`src/rtl/seq_host_pkg.sv`:
```
package seq_host_pkg;
  localparam int IDX_CTRL    = 0;
  localparam int IDX_SCRATCH = 1;
  localparam int IDX_ADDR    = 2;
  localparam int IDX_PART0   = 3;
  localparam int IDX_PART3   = 6;
  localparam int IDX_MASK    = 7;
  localparam int IDX_VERSION = 8;
  localparam int IDX_SERIAL  = 10;
  localparam int IDX_HWID    = 11;
  localparam int NUM_IDX     = 12;
  localparam int NUM_PARTS   = 4;
  localparam int MODE_BITS   = 4;
endpackage

```
`src/rtl/seq_host_decode.sv`:
```
module seq_host_decode #(
  parameter int REG_AW = 4,
  parameter int NSEL   = 12
) (
  input  logic [REG_AW-1:0] addr,
  output logic [NSEL-1:0]   sel
);
  for (genvar i = 0; i < NSEL; i++) begin : g_sel
    assign sel[i] = (addr == REG_AW'(i));
  end
endmodule

```
`src/rtl/seq_host_stage.sv`:
```
module seq_host_stage #(
  parameter int W       = 32,
  parameter int PARTS   = 4,
  parameter int PMEM_AW = 12
) (
  input  logic                 clk,
  input  logic                 rst,
  input  logic                 wr,
  input  logic [PARTS-1:0]     sel_part,
  input  logic [W-1:0]         wdata,
  input  logic [PMEM_AW-1:0]   waddr,
  output logic [PARTS*W-1:0]   part_q,
  output logic                 pm_we,
  output logic [PMEM_AW-1:0]   pm_waddr,
  output logic [PARTS*W-1:0]   pm_wdata
);
  localparam int TOP = PARTS - 1;

  for (genvar p = 0; p < PARTS; p++) begin : g_part
    always_ff @(posedge clk) begin
      if (rst)                    part_q[p*W +: W] <= '0;
      else if (wr && sel_part[p]) part_q[p*W +: W] <= wdata;
    end
  end

  always_ff @(posedge clk) begin
    if (rst) begin
      pm_we    <= 1'b0;
      pm_waddr <= '0;
      pm_wdata <= '0;
    end else begin
      pm_we <= wr && sel_part[TOP];
      if (wr && sel_part[TOP]) begin
        pm_waddr                 <= waddr;
        pm_wdata[TOP*W +: W]     <= wdata;
        pm_wdata[TOP*W-1:0]      <= part_q[TOP*W-1:0];
      end
    end
  end

  p_commit_top_r4: assert property (@(posedge clk) disable iff (rst)
    (wr && sel_part[TOP]) |=> (pm_we && pm_wdata[TOP*W +: W] == $past(wdata)
                               && pm_waddr == $past(waddr)));
  p_no_commit_low_r4: assert property (@(posedge clk) disable iff (rst)
    !(wr && sel_part[TOP]) |=> !pm_we);
endmodule

```
`src/rtl/seq_host_outmux.sv`:
```
module seq_host_outmux #(
  parameter int W = 32
) (
  input  logic         clk,
  input  logic         rst,
  input  logic         test_mode,
  input  logic [W-1:0] addr_val,
  input  logic [W-1:0] pattern,
  input  logic [W-1:0] inv_mask,
  output logic [W-1:0] out_q
);
  logic [W-1:0] chosen;
  always_comb chosen = test_mode ? addr_val : pattern;

  always_ff @(posedge clk) begin
    if (rst) out_q <= '0;
    else     out_q <= chosen ^ inv_mask;
  end

  p_test_route_r9: assert property (@(posedge clk) disable iff (rst)
    test_mode |=> (out_q == ($past(addr_val) ^ $past(inv_mask))));
  p_normal_route_r8: assert property (@(posedge clk) disable iff (rst)
    !test_mode |=> (out_q == ($past(pattern) ^ $past(inv_mask))));
endmodule

```
`src/rtl/seq_host_regs.sv`:
```
module seq_host_regs
  import seq_host_pkg::*;
#(
  parameter int          DATA_W     = 32,
  parameter int          REG_AW     = 4,
  parameter int          PMEM_AW    = 12,
  parameter logic [31:0] VERSION_ID = 32'h5EC0_0107,
  parameter logic [31:0] SERIAL_ID  = 32'h0000_0A21,
  parameter logic [31:0] HW_ID      = 32'h9A77_3200
) (
  input  logic                     clk,
  input  logic                     rst,
  input  logic                     host_wr,
  input  logic                     host_rd,
  input  logic [REG_AW-1:0]        host_addr,
  input  logic [DATA_W-1:0]        host_wdata,
  output logic [DATA_W-1:0]        host_rdata,
  output logic                     pm_we,
  output logic [PMEM_AW-1:0]       pm_waddr,
  output logic [4*DATA_W-1:0]      pm_wdata,
  output logic [PMEM_AW-1:0]       start_addr,
  output logic                     run_req,
  output logic                     ext_clk_sel,
  output logic                     ext_start_en,
  output logic                     slow_clk_sel,
  output logic                     test_mode,
  input  logic                     core_running,
  input  logic [DATA_W-6:0]        core_status,
  input  logic [DATA_W-1:0]        pattern_in,
  output logic [DATA_W-1:0]        out_pattern
);
  localparam int STAT_W = DATA_W - 5;
  localparam int NSEL   = 1 << REG_AW;

  logic [NSEL-1:0]             sel;
  logic [DATA_W-1:0]           scratch_q, addr_q, mask_q;
  logic [MODE_BITS-1:0]        mode_q;
  logic [NUM_PARTS*DATA_W-1:0] part_q;
  logic [DATA_W-1:0]           rd_mux;

  seq_host_decode #(.REG_AW(REG_AW), .NSEL(NSEL)) u_dec (
    .addr(host_addr), .sel(sel)
  );

  always_ff @(posedge clk) begin
    if (rst) begin
      scratch_q <= '0;
      addr_q    <= '0;
      mask_q    <= '0;
      mode_q    <= '0;
      run_req   <= 1'b0;
    end else begin
      run_req <= 1'b0;
      if (host_wr) begin
        if (sel[IDX_SCRATCH]) scratch_q <= host_wdata;
        if (sel[IDX_ADDR])    addr_q    <= host_wdata;
        if (sel[IDX_MASK])    mask_q    <= host_wdata;
        if (sel[IDX_CTRL]) begin
          mode_q  <= host_wdata[MODE_BITS:1];
          run_req <= host_wdata[0] & ~host_wdata[2];
        end
      end
    end
  end

  assign ext_clk_sel  = mode_q[0];
  assign ext_start_en = mode_q[1];
  assign slow_clk_sel = mode_q[2];
  assign test_mode    = mode_q[3];
  assign start_addr   = addr_q[PMEM_AW-1:0];

  seq_host_stage #(.W(DATA_W), .PARTS(NUM_PARTS), .PMEM_AW(PMEM_AW)) u_stage (
    .clk(clk), .rst(rst), .wr(host_wr),
    .sel_part(sel[IDX_PART3:IDX_PART0]),
    .wdata(host_wdata), .waddr(addr_q[PMEM_AW-1:0]),
    .part_q(part_q), .pm_we(pm_we), .pm_waddr(pm_waddr), .pm_wdata(pm_wdata)
  );

  seq_host_outmux #(.W(DATA_W)) u_out (
    .clk(clk), .rst(rst), .test_mode(test_mode), .addr_val(addr_q),
    .pattern(pattern_in), .inv_mask(mask_q), .out_q(out_pattern)
  );

  always_comb begin
    rd_mux = '0;
    case (int'(host_addr))
      IDX_CTRL:    rd_mux = {core_status, mode_q, core_running};
      IDX_SCRATCH: rd_mux = scratch_q;
      IDX_ADDR:    rd_mux = addr_q;
      IDX_MASK:    rd_mux = mask_q;
      IDX_VERSION: rd_mux = VERSION_ID[DATA_W-1:0];
      IDX_SERIAL:  rd_mux = SERIAL_ID[DATA_W-1:0];
      IDX_HWID:    rd_mux = HW_ID[DATA_W-1:0];
      default: begin
        for (int p = 0; p < NUM_PARTS; p++)
          if (int'(host_addr) == IDX_PART0 + p) rd_mux = part_q[p*DATA_W +: DATA_W];
      end
    endcase
  end

  always_ff @(posedge clk) begin
    if (rst)          host_rdata <= '0;
    else if (host_rd) host_rdata <= rd_mux;
  end

  p_run_blocked_r6: assert property (@(posedge clk) disable iff (rst)
    (host_wr && sel[IDX_CTRL] && host_wdata[2]) |=> !run_req);
  p_status_live_r7: assert property (@(posedge clk) disable iff (rst)
    (host_rd && sel[IDX_CTRL]) |=> (host_rdata[DATA_W-1:5] == $past(core_status)
                                    && host_rdata[0] == $past(core_running)));
  p_scratch_hold_r2: assert property (@(posedge clk) disable iff (rst)
    !(host_wr && sel[IDX_SCRATCH]) |=> $stable(scratch_q));
  p_rdata_hold_r11: assert property (@(posedge clk) disable iff (rst)
    !host_rd |=> $stable(host_rdata));
  p_version_fixed_r10: assert property (@(posedge clk) disable iff (rst)
    (host_rd && sel[IDX_VERSION]) |=> host_rdata == VERSION_ID[DATA_W-1:0]);
  p_stat_width_r7: assert property (@(posedge clk) disable iff (rst)
    run_req |-> $past(host_wr));

  initial begin
    a_stat_w_r7: assert (STAT_W + MODE_BITS + 1 == DATA_W);
  end
endmodule

```
`config.mk`:
```
export PLATFORM = sky130hd
export DESIGN_NAME = seq_host_regs
export DESIGN_NICKNAME = d
export VERILOG_FILES = /design/src/rtl/seq_host_pkg.sv /design/src/rtl/seq_host_decode.sv /design/src/rtl/seq_host_stage.sv /design/src/rtl/seq_host_outmux.sv /design/src/rtl/seq_host_regs.sv
export SDC_FILE = /design/constraint.sdc
export NUM_CORES = 1
export LEC_CHECK = 0
export BUFFER_PORTS_ARGS = -buffer_cell sky130_fd_sc_hd__buf_2
export CORE_UTILIZATION = 42
export DETAILED_ROUTE_END_ITERATION = 8
export GPL_ROUTABILITY_DRIVEN = 0
export PLACE_DENSITY = 0.73
export SYNTH_ARGS = -nofsm -noshare
export SYNTH_HDL_FRONTEND = slang
export SYNTH_SLANG_ARGS = --single-unit
```
`constraint.sdc`:
```
create_clock -name clk -period 1.75 [get_ports clk]
set_input_delay 0.35 -clock clk [delete_from_list [all_inputs] [get_ports clk]]
set_output_delay 0.35 -clock clk [all_outputs]
set_load 0.005 [all_outputs]
```
Yosys cells after proc, flatten, opt, wreduce, memory -nomap -nowiden
Cells that the tools add are included.
{"block": "word_totals", "reg_bits": 434, "output_inout_bits": 222, "word_cells": 49}
{"block": "op_classes", "n_eq_ne": 14, "mux": 6, "n_bitwise": 5, "reduce_logical": 10}
{"cell": "32-bit case mux with 7 select lines", "count": 1}
{"cell": "32-bit 2-to-1 mux", "count": 5}
{"cell": "32-bit bitwise XOR", "count": 1}
{"cell": "4-bit == test (second input constant)", "count": 6}
{"cell": "4-bit by 3-bit == test with 1-bit output (second input constant)", "count": 5}
{"cell": "4-bit by 2-bit == test with 1-bit output (second input constant)", "count": 2}
{"cell": "2-bit AND reduction", "count": 4}
{"cell": "4-bit by 1-bit == test with 1-bit output (second input constant)", "count": 1}
{"cell": "1-bit logical AND", "count": 4}
{"cell": "4-bit logical NOT", "count": 1}
{"cell": "1-bit NOT", "count": 3}
{"cell": "3-bit OR reduction", "count": 1}
{"cell": "1-bit bitwise AND", "count": 1}

Logic depth before layout (Yosys ltp)
Gate-level depths: netlist of run 1.
{"block": "logic_depth", "ltp_word": 6, "mapped_depth": 9, "mapped_depth_nobuf": 5}

Modules after synthesis
Synthesis of run 1 repeated with hierarchy kept, for this count alone.
{"block": "unflattened", "cells_unflattened": 1976, "hier_area_um2": 18914.4}
{"module": "seq_host_stage", "instances": 1, "cells_each": 852, "area_each_um2": 9442.8, "seq_area_each_um2": 4744.6}
{"module": "seq_host_regs", "instances": 1, "cells_each": 933, "area_each_um2": 7407.1, "seq_area_each_um2": 2662.6}
{"module": "seq_host_outmux", "instances": 1, "cells_each": 171, "area_each_um2": 1838.0, "seq_area_each_um2": 640.6}
{"module": "seq_host_decode", "instances": 1, "cells_each": 20, "area_each_um2": 226.5, "seq_area_each_um2": 0.0}

Worst setup path after synthesis of run 1
Ideal clock, no wire load.
{"block": "synth_path", "path_type": "input -> register", "startpoint": "input port host_addr[0]", "endpoint": "register host_rdata[31]", "t_arrival_ns": 1.597, "setup_slack_ns": 0.034, "stages": 7, "n_path_buf": 2, "cell_sequence": "buf_4 and2_1 buf_2 a22o_1 a222oi_1 o21ai_1 o221a_2"}
{"block": "synth_between", "elab_chain_cells": 6, "elab_cells_between_ends": 16, "classes_between": "eq/ne (10); mux (5); reduce/logical (1)"}
{"element": "from (decl)", "line": "seq_host_regs.sv:15", "rtl": "input logic [REG_AW-1:0] host_addr,"}
{"element": "4-bit by 3-bit == test with 1-bit output", "line": "seq_host_regs.sv:96", "rtl": "if (int'(host_addr) == IDX_PART0 + p) rd_mux = part_q[p*DATA_W +: DATA_W];"}
{"element": "32-bit 2-to-1 mux (4 in a row)", "line": "seq_host_regs.sv:96"}
{"element": "32-bit case mux with 7 select lines (*)", "line": "seq_host_regs.sv:86", "rtl": "case (int'(host_addr))"}
{"element": "to (signal assigned)", "line": "seq_host_regs.sv:103", "rtl": "else if (host_rd) host_rdata <= rd_mux;"}
{"element": "to (decl)", "line": "seq_host_regs.sv:17", "rtl": "output logic [DATA_W-1:0] host_rdata,"}
Every way passes the cells marked *; elsewhere a longest branch is shown, timed or not.
A chain may end at the register's enable or synchronous reset.

Worst setup path after layout of run 1
{"block": "layout_path", "startpoint": "register addr_q[5]", "endpoint": "output port start_addr[5]"}
{"element": "from (decl)", "line": "seq_host_regs.sv:36", "rtl": "logic [DATA_W-1:0] scratch_q, addr_q, mask_q;"}
{"element": "from (signal assigned)", "line": "seq_host_regs.sv:56", "rtl": "if (sel[IDX_ADDR]) addr_q <= host_wdata;"}
{"element": "to (decl)", "line": "seq_host_regs.sv:21", "rtl": "output logic [PMEM_AW-1:0] start_addr,"}
No word-level cell between the ends.

==> results of run 1 <==
per-layer routing:
| layer | GRT usage (%) | vias up | wire [microns] |
|---|---|---|---|
| li1 | - | 7531 | - |
| met1 | 35.5 | 7797 | 22400 |
| met2 | 52.1 | 979 | 30300 |
| met3 | 6.93 | 203 | 6480 |
| met4 | 13.5 | 4 | 3040 |
| met5 | 0 | - | 22 |
Yosys cell counts, types with 2 or more instances:
| master | instances | area share (%) |
|---|---|---|
| nand2b_1 | 3 | 0.11 |
| o21ai_0 | 21 | 0.64 |
| o221ai_1 | 2 | 0.11 |
| buf_4 | 67 | 3.0 |
| o21bai_1 | 3 | 0.14 |
| nor2b_1 | 3 | 0.11 |
| a221o_1 | 4 | 0.24 |
| nor4b_1 | 2 | 0.11 |
| dfxtp_1 | 402 | 49 |
| nor3_1 | 7 | 0.21 |
| mux2i_1 | 58 | 3.5 |
| and2_1 | 7 | 0.26 |
| o21ai_1 | 7 | 0.21 |
| a2111oi_0 | 2 | 0.11 |
| nor2_1 | 86 | 2.0 |
| nor2_2 | 5 | 0.19 |
| buf_6 | 3 | 0.20 |
| clkbuf_1 | 87 | 2.0 |
| a2111oi_2 | 4 | 0.36 |
| o221a_1 | 3 | 0.20 |
| o32ai_1 | 2 | 0.11 |
| a21oi_1 | 348 | 11 |
| inv_1 | 6 | 0.14 |
| a311oi_1 | 14 | 0.74 |
| a21boi_0 | 2 | 0.091 |
| xor2_1 | 31 | 1.6 |
| a221oi_1 | 18 | 0.95 |
| nand3_1 | 9 | 0.27 |
| and3b_1 | 2 | 0.11 |
| buf_2 | 49 | 1.5 |
| inv_2 | 2 | 0.045 |
| a22oi_1 | 25 | 1.1 |
| a222oi_1 | 13 | 0.79 |
| nand2_1 | 696 | 16 |
| o22ai_1 | 5 | 0.19 |
| o211ai_1 | 2 | 0.091 |
| buf_1 | 4 | 0.091 |
| a211oi_1 | 18 | 0.82 |
| a22o_1 | 22 | 1.2 |
final cells by class:
class,instances,share of cell area [%]
Clock inverter,16,1.18
Antenna cell,2,0.0244
Multi-Input combinational cell,1447,35.8
Sequential cell,402,39.2
Inverter,8,0.146
Tap cell,518,3.16
Timing Repair Buffer,462,14.6
Clock buffer,59,5.92
final timing paths:
path | to | slack, ns
max | start_addr[5] | 0.16
min | mask_q[12] | 0.13
max reg2reg | host_rdata[4] | 0.21
min reg2reg | u_stage.pm_wdata[15] | 0.45
cells by family after synthesis:
family,count (synthesis)
AOI/OAI and AO/OA,526
xor gates and xnor gates,32
buffers and inverters,218
DFF,402
muxes,58
and+or+nand+nor,831
through the flow:
| stage | power [mW] | hold WS (ns) | instances | area [sq um] | utilization (%) |
|---|---|---|---|---|---|
| after CTS | 20.5 | 0.116 | 2912 | 20500 | 53.0 |
| after detailed placement | 11.1 | 0.444 | 2836 | 19100 | 49.2 |
| final | 20.4 | 0.133 | 2914 | 20500 | 53.0 |
| after global routing | 21.0 | 0.126 | 2912 | 20500 | 53.0 |
| after global placement | 11.1 | 0.439 | 2836 | 19100 | 49.2 |
| after floorplan | 10.3 | 0.436 | 2067 | 16500 | - |
sequential cells by signal, indices dropped and copies added (netlist names):
| name | cells |
|---|---|
| run_req | 1 |
| u_out.out_q | 32 |
| u_stage.part_q | 96 |
| scratch_q | 32 |
| u_stage.pm_wdata | 128 |
| host_rdata | 32 |
| addr_q | 32 |
| u_stage.pm_waddr | 12 |
| mode_q | 4 |
| mask_q | 32 |
| u_stage.pm_we | 1 |
power groups by stage:
stage,clock network [mW],registers (mW),logic (mW)
2_1_floorplan,0,9.59,0.741
3_3_place_gp,0,9.63,1.46
3_5_place_dp,0,9.64,1.49
4_1_cts,9.55,9.43,1.50
5_1_grt,9.94,9.44,1.63
6_report,9.46,9.43,1.54
placed cells by master (no fill, tap or decap), drive strengths merged, types with 2 or more instances in the layout:
cell type / n
o211ai: 2
o32ai: 2
and3b: 2
nor2: 92
nand3: 9
a21oi: 348
and2b: 2
nor4b: 3
clkinvlp: 2
dfxtp: 402
nand2b: 3
nor2b: 3
a311oi: 14
a222oi: 13
inv: 10
diode: 2
a2111oi: 7
o21ai: 28
mux2i: 58
a22oi: 25
and2: 8
a221o: 4
a221oi: 19
nor3: 8
o221ai: 2
o21bai: 3
o221a: 4
nand2: 697
a211oi: 18
a22o: 22
clkbuf: 59
bufinv: 6
a21boi: 2
buf: 462
o22ai: 5
xor2: 31
clkinv: 6
timing repair:
item / in CTS / in global routing
hold buffers: 0 / 0
buffers inserted: 1 / 0
endpoints found under the setup margin: 1 / 0
resized for setup: 1 / 0
==> results.yml, run 1 <==
global_route:
  antenna_found_initial: 4
  grt_overflow: 0
  grt_pass1_wl_microns: 93200
  grtUsageTotal_pct: 30.2
  grt_max_degree: 78
  grt_pass1_vias: 15800
clock_tree:
  ctsRootBufferMaster: "clkbuf_16"
  ctsHtreeMaxLevel: 2
  cts.path.max_buffers: 3
  cts_sinks: 402
  cts_buffers: 41
  clk_pin_slew_ns: 0.07
  tritoncts: "done"
  insertion_delay_ns: 0.55
logic_synthesis:
  synth_seq_cells: 402
  ys.flop_type: "dfxtp_1"
  synth_top_family_by_area: "simple AND/OR/NAND/NOR gates"
  synth_edf_count: 0
  ys_types: 62
  syn_inst: 2067
  ys_warn_count: 0
  synth.avg_cell_area_sq_um: 8.00
  syn-cell-area_sq_um: 16500
  async_flop_share_pct: 0
  synth_nets: 2167
  synth-xor-area-share_pct: 1.70
  synthSimpleGateAreaFrac_pct: 19.8
  synthAdderAreaFrac_pct: 0
  yosysSeqAreaShare_pct: 48.7
  synth_compound_area_share_pct: 19.3
  synth_mux_area_share_pct: 3.51
route:
  drcViolationCount: 0
  drtIter0Drc: 1725
  ant_nets: 0
  wirelength_microns: 62200
  vias: 16500
  drt-pass1-iter-count: 8
  wire_per_inst_microns: 21.4
  routed_via_density: 5.67
min_path:
  min_from: "host_wdata[12]"
  whs_path_depth: 3
  hold_path_class: "input pin to register"
sta:
  setup_viol: 0
  hold_violations: 0
  final_max_slew_viol_count: 0
  setup_ws_ns: 0.155
  fin_skew_ns: 0.00903
  tightest_slew_ns: 0.526
  max-slew-margin-rel_pct: 64.0
  timing.final.crit_share_pct: 91.1
  rsz0062_at_grt: "false"
  setup_tns_ns: 0
  period_needed_ns: 1.59
  fmax_mhz: 627
placed_design:
  dp_hpwl_microns: 46400
  place_ws_ns: -0.290
  numPortBuffers: 321
setup_path:
  cp_num_buf_inv: 1
  cp_max_fo: 5
  start_kind: "register"
  worstRegToRegCells: 5
  arrival_ns: 1.24
  crit_cells: 1
  crit_start: "addr_q[5]"
  required_ns: 1.40
  crit_chain: "buf_2"
  cp_top_family: "flip-flops"
  crit_slowest_cell: "dfxtp_1"
  worst_path_largest_cell_delay_ns: 0.52
  r2r-start: "mode_q[3]"
  crit_path_end_kind: "primary output"
  crit_type: "register to primary output"
floorplan:
  rows: 72
  boundaryPins: 322
  core_area_sq_um: 38700
  fp.dieArea_sq_um: 40100
  fp.dieH_microns: 200
  start_util_pct: 42.7
  die_x_microns: 200
power:
  comb_power_share_pct: 7.5
  swShare_pct: 23.5
  pwr-share-clk_pct: 46.3
  ir_drop_mv: 0.797
  pwr_density_cell_nw_per_um2: 995
  net-switching-power_mw: 4.81
  p_leak_nw: 8.08
  p_int_mw: 15.6
  seq_power_share_pct: 46.2
run_status:
  status: "complete, no violations"
run:
  cap_violations: 0
layout:
  multi_input_area_sq_um: 7340
  fillers: 3572
  drive_above_1_share_pct: 23.2
  seq_area_sq_um: 8050
  fin_nets: 2462
  syn_to_final_growth_pct: 24.3
No activity file was read; power rests on OpenSTA's default activity.
==> run 2: changes to the inputs <==
--- a/config.mk
+++ b/config.mk
@@ -6,10 +6,10 @@
 export NUM_CORES = 1
 export LEC_CHECK = 0
 export BUFFER_PORTS_ARGS = -buffer_cell sky130_fd_sc_hd__buf_2
-export CORE_UTILIZATION = 42
+export CORE_UTILIZATION = 40
 export DETAILED_ROUTE_END_ITERATION = 8
 export GPL_ROUTABILITY_DRIVEN = 0
-export PLACE_DENSITY = 0.73
+export PLACE_DENSITY = 0.7
 export SYNTH_ARGS = -nofsm -noshare
 export SYNTH_HDL_FRONTEND = slang
 export SYNTH_SLANG_ARGS = --single-unit
==> run 2 against run 1 <==
Effect of this change: fmax shrank 3.5%; final cell count grew 0.27%; critical path depth grew 1; clock skew grew 0.011 ns; total power shrank 1.8%; via count shrank 0.54%; non-clock buffer count shrank 9; largest power group is now sequential cells; highest routed layer unchanged.
==> results.yml, run 2 (same netlist as run 1, synthesis figures left out) <==
route:
  ant_nets: 0
  drcViolationCount: 0
  drtIter0Drc: 2015
  routed_via_density: 5.62
  vias: 16400
  drt-pass1-iter-count: 7
  wirelength_microns: 62700
  wire_per_inst_microns: 21.5
setup_path:
  required_ns: 1.40
  cp_max_fo: 9
  crit_path_end_kind: "primary output"
  crit_type: "register to primary output"
  crit_chain: "buf_4, buf_2"
  cp_num_buf_inv: 2
  start_kind: "register"
  cp_top_family: "flip-flops"
  crit_start: "mode_q[3]"
  arrival_ns: 1.30
  worst_path_largest_cell_delay_ns: 0.44
  reg2reg_slack_ns: 0.31
  r2r-start: "u_stage.part_q[40]"
  crit_slowest_cell: "dfxtp_4"
layout:
  final_cell_mix: "nand2_1, dfxtp_1, a21oi_1"
  largest_reg_flops: 128
  top_regs: "u_stage.pm_wdata: 128 flops, u_stage.part_q: 96 flops"
  final_util_pct: 50.0
  layout_commonest_cell: "nand2_1"
  largest-register: "u_stage.pm_wdata"
  fin_nets: 2455
  final_area_sq_um: 20400
  syn_to_final_growth_pct: 23.6
  fillers: 3900
  final_cell_count_no_fill: 2922
  drive_above_1_share_pct: 22.8
floorplan:
  rows: 74
  fp.dieArea_sq_um: 42100
  core_area_sq_um: 40800
  fp.dieH_microns: 205
  boundaryPins: 322
  die_x_microns: 205
  start_util_pct: 40.5
sta:
  setup_tns_ns: 0
  timing.final.crit_share_pct: 94.4
  rsz0062_at_grt: "false"
  final_max_slew_viol_count: 0
  hold_violations: 0
  fin_skew_ns: 0.0202
  tightest_slew_ns: 0.534
  max-slew-margin-rel_pct: 63.5
  period_needed_ns: 1.65
  setup_viol: 0
  setup_ws_ns: 0.0975
  fmax_mhz: 605
  worst_hold_slack_ns: 0.115
global_route:
  grt_overflow: 0
  antenna_found_initial: 5
  grt_max_degree: 88
  grt_pass1_vias: 15600
  grtUsageTotal_pct: 28.9
  grt_pass1_wl_microns: 92000
placed_design:
  dp_cells: 2842
  numPortBuffers: 321
  dpl_cell_area_sq_um: 19000
  place_ws_ns: -0.200
  dp_hpwl_microns: 46800
power:
  ir_drop_mv: 0.734
  pwr_density_cell_nw_per_um2: 982
  p_leak_nw: 8.01
  fin_total_pwr_mw: 20.1
clock_tree:
  cts_buffers: 43
  ctsHtreeMaxLevel: 2
  insertion_delay_ns: 0.56
  cts_sinks: 402
  tritoncts: "done"
  clk_pin_slew_ns: 0.06
  ctsRootBufferMaster: "clkbuf_16"
  cts.path.max_buffers: 3
  post-cts-setup-buffers: 0
run_status:
  status: "complete, no violations"
min_path:
  hold_path_class: "input pin to register"
  min_from: "host_wdata[24]"
run:
  cap_violations: 0
==> run 2: cell types whose count changed in the layout (fill, tap and decap cells not counted), sizes merged <==
cell | before | now
buf | 462 | 453
bufinv | 6 | 2
clkbuf | 59 | 64
clkinv | 6 | 9
inv | 10 | 9
==> run 2: power by group <==
part           switching (mW)  total [mW]  internal [mW]
registers               0.131        9.44           9.31
logic                   0.949        1.52          0.572
clock network            3.79        9.11           5.32
total                    4.87        20.1           15.2
==> run 2: routing by layer <==
layer	vias to the layer above	wire length, microns	global-route usage [%]
met4	6	2840	12.4
li1	7511	-	-
met2	945	30500	50.0
met5	-	57	0
met3	198	6480	7.24
met1	7765	22900	33.6
==> run 2: worst reg2reg max path, delay by kind of cell (launching register included) <==
| kind | cells | cell delay [ns] |
|---|---|---|
| AOI/OAI and AO/OA | 3 | 0.86 |
| and+or+nand+nor | 1 | 0.06 |
| DFF | 1 | 0.36 |
==> run 2: cell type report <==
type	count	area, sq um	area share (%)
Antenna cell	2	5.00	0.0245
Multi-Input combinational cell	1447	7340	35.9
Clock inverter	14	144	0.704
Inverter	8	30.0	0.147
Timing Repair Buffer	453	2930	14.4
Clock buffer	64	1270	6.20
Tap cell	532	666	3.26
Sequential cell	402	8050	39.4
==> run 2: path summary, 6_finish.rpt <==
check | endpoint | cells past startpoint
setup / recovery | test_mode | 2
hold / removal | u_stage.part_q[56] | 3
setup reg to reg | host_rdata[8] | 4
hold reg to reg | u_stage.pm_wdata[23] | 2
==> run 2: timing repair <==
action | in CTS | in global routing
setup endpoints to repair | 1 | 0
hold buffers | 0 | 0
resized for setup | 1 | 0
==> run 3: changes to the inputs <==
--- a/config.mk
+++ b/config.mk
@@ -6,10 +6,11 @@
 export NUM_CORES = 1
 export LEC_CHECK = 0
 export BUFFER_PORTS_ARGS = -buffer_cell sky130_fd_sc_hd__buf_2
-export CORE_UTILIZATION = 40
+export CORE_MARGIN = 4
+export CORE_UTILIZATION = 30
 export DETAILED_ROUTE_END_ITERATION = 8
 export GPL_ROUTABILITY_DRIVEN = 0
-export PLACE_DENSITY = 0.7
+export PLACE_DENSITY = 0.57
 export SYNTH_ARGS = -nofsm -noshare
 export SYNTH_HDL_FRONTEND = slang
 export SYNTH_SLANG_ARGS = --single-unit
==> run 3 against run 2 <==
Effect of this change: critical path depth stayed put; largest cell class unchanged; wire length is 11% higher; non-clock buffer count is 12 higher; largest power group is now the clock network; count of clock-buffer cells in the layout is 1 higher; combinational power is 7% higher; sequential cell count stayed put; critical endpoint unchanged.
==> results.yml, run 3 (same netlist as run 1, synthesis figures left out) <==
run_status:
  status: "complete, no violations"
layout:
  fillers: 5458
  largest-register: "u_stage.pm_wdata"
  drive_above_1_share_pct: 23.4
  top_regs: "u_stage.pm_wdata: 128 flops, u_stage.part_q: 96 flops"
  syn_to_final_growth_pct: 27.2
  final_cell_count_no_fill: 3100
  fin_nets: 2469
  multi_input_area_sq_um: 7340
  final_area_sq_um: 21000
  final_cell_mix: "nand2_1, dfxtp_1, a21oi_1"
  seq_area_sq_um: 8050
  layout_commonest_cell: "nand2_1"
  largest_reg_flops: 128
route:
  drcViolationCount: 0
  wirelength_microns: 69500
  routed_via_density: 5.23
  drtIter0Drc: 1706
  drt-pass1-iter-count: 6
  ant_nets: 0
  vias: 16200
  wire_per_inst_microns: 22.4
global_route:
  grt_max_degree: 63
  grt_pass1_wl_microns: 101000
  grtUsageTotal_pct: 22.5
  grt_overflow: 0
  grt_pass1_vias: 15600
  antenna_found_initial: 3
sta:
  fmax_mhz: 598
  final_max_slew_viol_count: 0
  setup_viol: 0
  max-slew-margin-rel_pct: 69.3
  timing.final.crit_share_pct: 95.6
  setup_tns_ns: 0
  tightest_slew_ns: 0.448
  period_needed_ns: 1.67
  fin_skew_ns: 0.0175
  setup_ws_ns: 0.0775
  rsz0062_at_grt: "false"
  hold_violations: 0
clock_tree:
  ctsHoldBuffers: 0
  insertion_delay_ns: 0.59
  cts_sinks: 402
  ctsHtreeMaxLevel: 2
  cts_buffers: 45
  cts_resized: 0
  ctsRootBufferMaster: "clkbuf_16"
  clk_pin_slew_ns: 0.06
  tritoncts: "done"
  post-cts-setup-buffers: 0
  cts.path.max_buffers: 3
placed_design:
  dp_cells: 3018
  dpl_cell_area_sq_um: 19500
  numPortBuffers: 321
  place_ws_ns: -0.225
  dp_hpwl_microns: 53400
floorplan:
  start_util_pct: 30.5
  core_area_sq_um: 54100
  fp.dieArea_sq_um: 58900
  rows: 85
  fp.dieH_microns: 243
  die_x_microns: 243
  boundaryPins: 322
setup_path:
  crit_type: "register to primary output"
  start_kind: "register"
  crit_path_end_kind: "primary output"
  required_ns: 1.40
  worstRegToRegCells: 5
  r2r-start: "mode_q[3]"
  reg2reg_slack_ns: 0.32
  r2r-end: "host_rdata[4]"
  cp_max_fo: 11
  arrival_ns: 1.32
min_path:
  min_from: "host_wdata[22]"
  whs_endpoint: "u_stage.part_q[54]"
  hold_path_class: "input pin to register"
  whs_path_depth: 3
run:
  cap_violations: 0
power:
  p_leak_nw: 8.17
  pwr_density_cell_nw_per_um2: 990
  ir_drop_mv: 0.734
==> run 3: cell count changes in the layout (fill, tap and decap cells not counted) <==
cell       before  now
clkbuf_1       11    9
clkinv_2        7    5
nor3_2          0    1
buf_12         26   41
bufinv_16       2    4
dfxtp_4         1    0
clkbuf_16      44   45
clkbuf_8        9   11
nor3_1          7    6
dfxtp_2         0    1
clkinv_8        1    2
buf_4         106  103
==> run 3: report_power, final <==
group / leakage, nW / internal (mW) / switching [mW]
Clock: 0.743 / 5.80 / 3.95
Combinational: 4.17 / 0.620 / 0.997
Sequential: 3.26 / 9.31 / 0.141
Total: 8.17 / 15.7 / 5.09
==> run 3: how the worst max path moves through the flow <==
stage	from	to	depth (start not counted)	slack, ns
2_1_floorplan	host_addr[0]	host_rdata[31]	7	0.03
3_3_place_gp	host_addr[0]	host_rdata[14]	8	-0.22
3_5_place_dp	host_addr[0]	host_rdata[19]	8	-0.23
4_1_cts	addr_q[5]	start_addr[5]	1	0.03
5_1_grt	mode_q[3]	test_mode	2	0.009
6_report	mode_q[3]	test_mode	2	0.08
==> run 3: cell type report <==
cell class | count | share of cell area [%]
Antenna cell | 2 | 0.0238
Tap cell | 696 | 4.14
Clock buffer | 65 | 6.24
Multi-Input combinational cell | 1447 | 34.9
Timing Repair Buffer | 465 | 15.3
Sequential cell | 402 | 38.3
Clock inverter | 15 | 1.00
Inverter | 8 | 0.143
==> run 3: routing by layer <==
layer | global-route usage, % | vias up | share of wire, %
met1 | 26.7 | 7792 | 38
met4 | 6.47 | 4 | 2.9
met2 | 40.8 | 747 | 51
met3 | 4.76 | 128 | 8.6
li1 | - | 7554 | -
met5 | 0 | - | 0.039
==> run 3: worst max-delay path, cell delays in order, from the launching register on <==
cell     delay [ns]
dfxtp_2        0.35
buf_4          0.24
buf_2          0.15
==> run 3: metrics by stage <==
step                util [%]  power (mW)  hold WS (ns)
floorplan                  -        10.3         0.436
global placement        36.0        11.2         0.438
detailed placement      36.0        11.2         0.445
CTS                     38.8        21.0        0.0691
global route            38.8        21.5        0.0854
finish                  38.8        20.8        0.0876
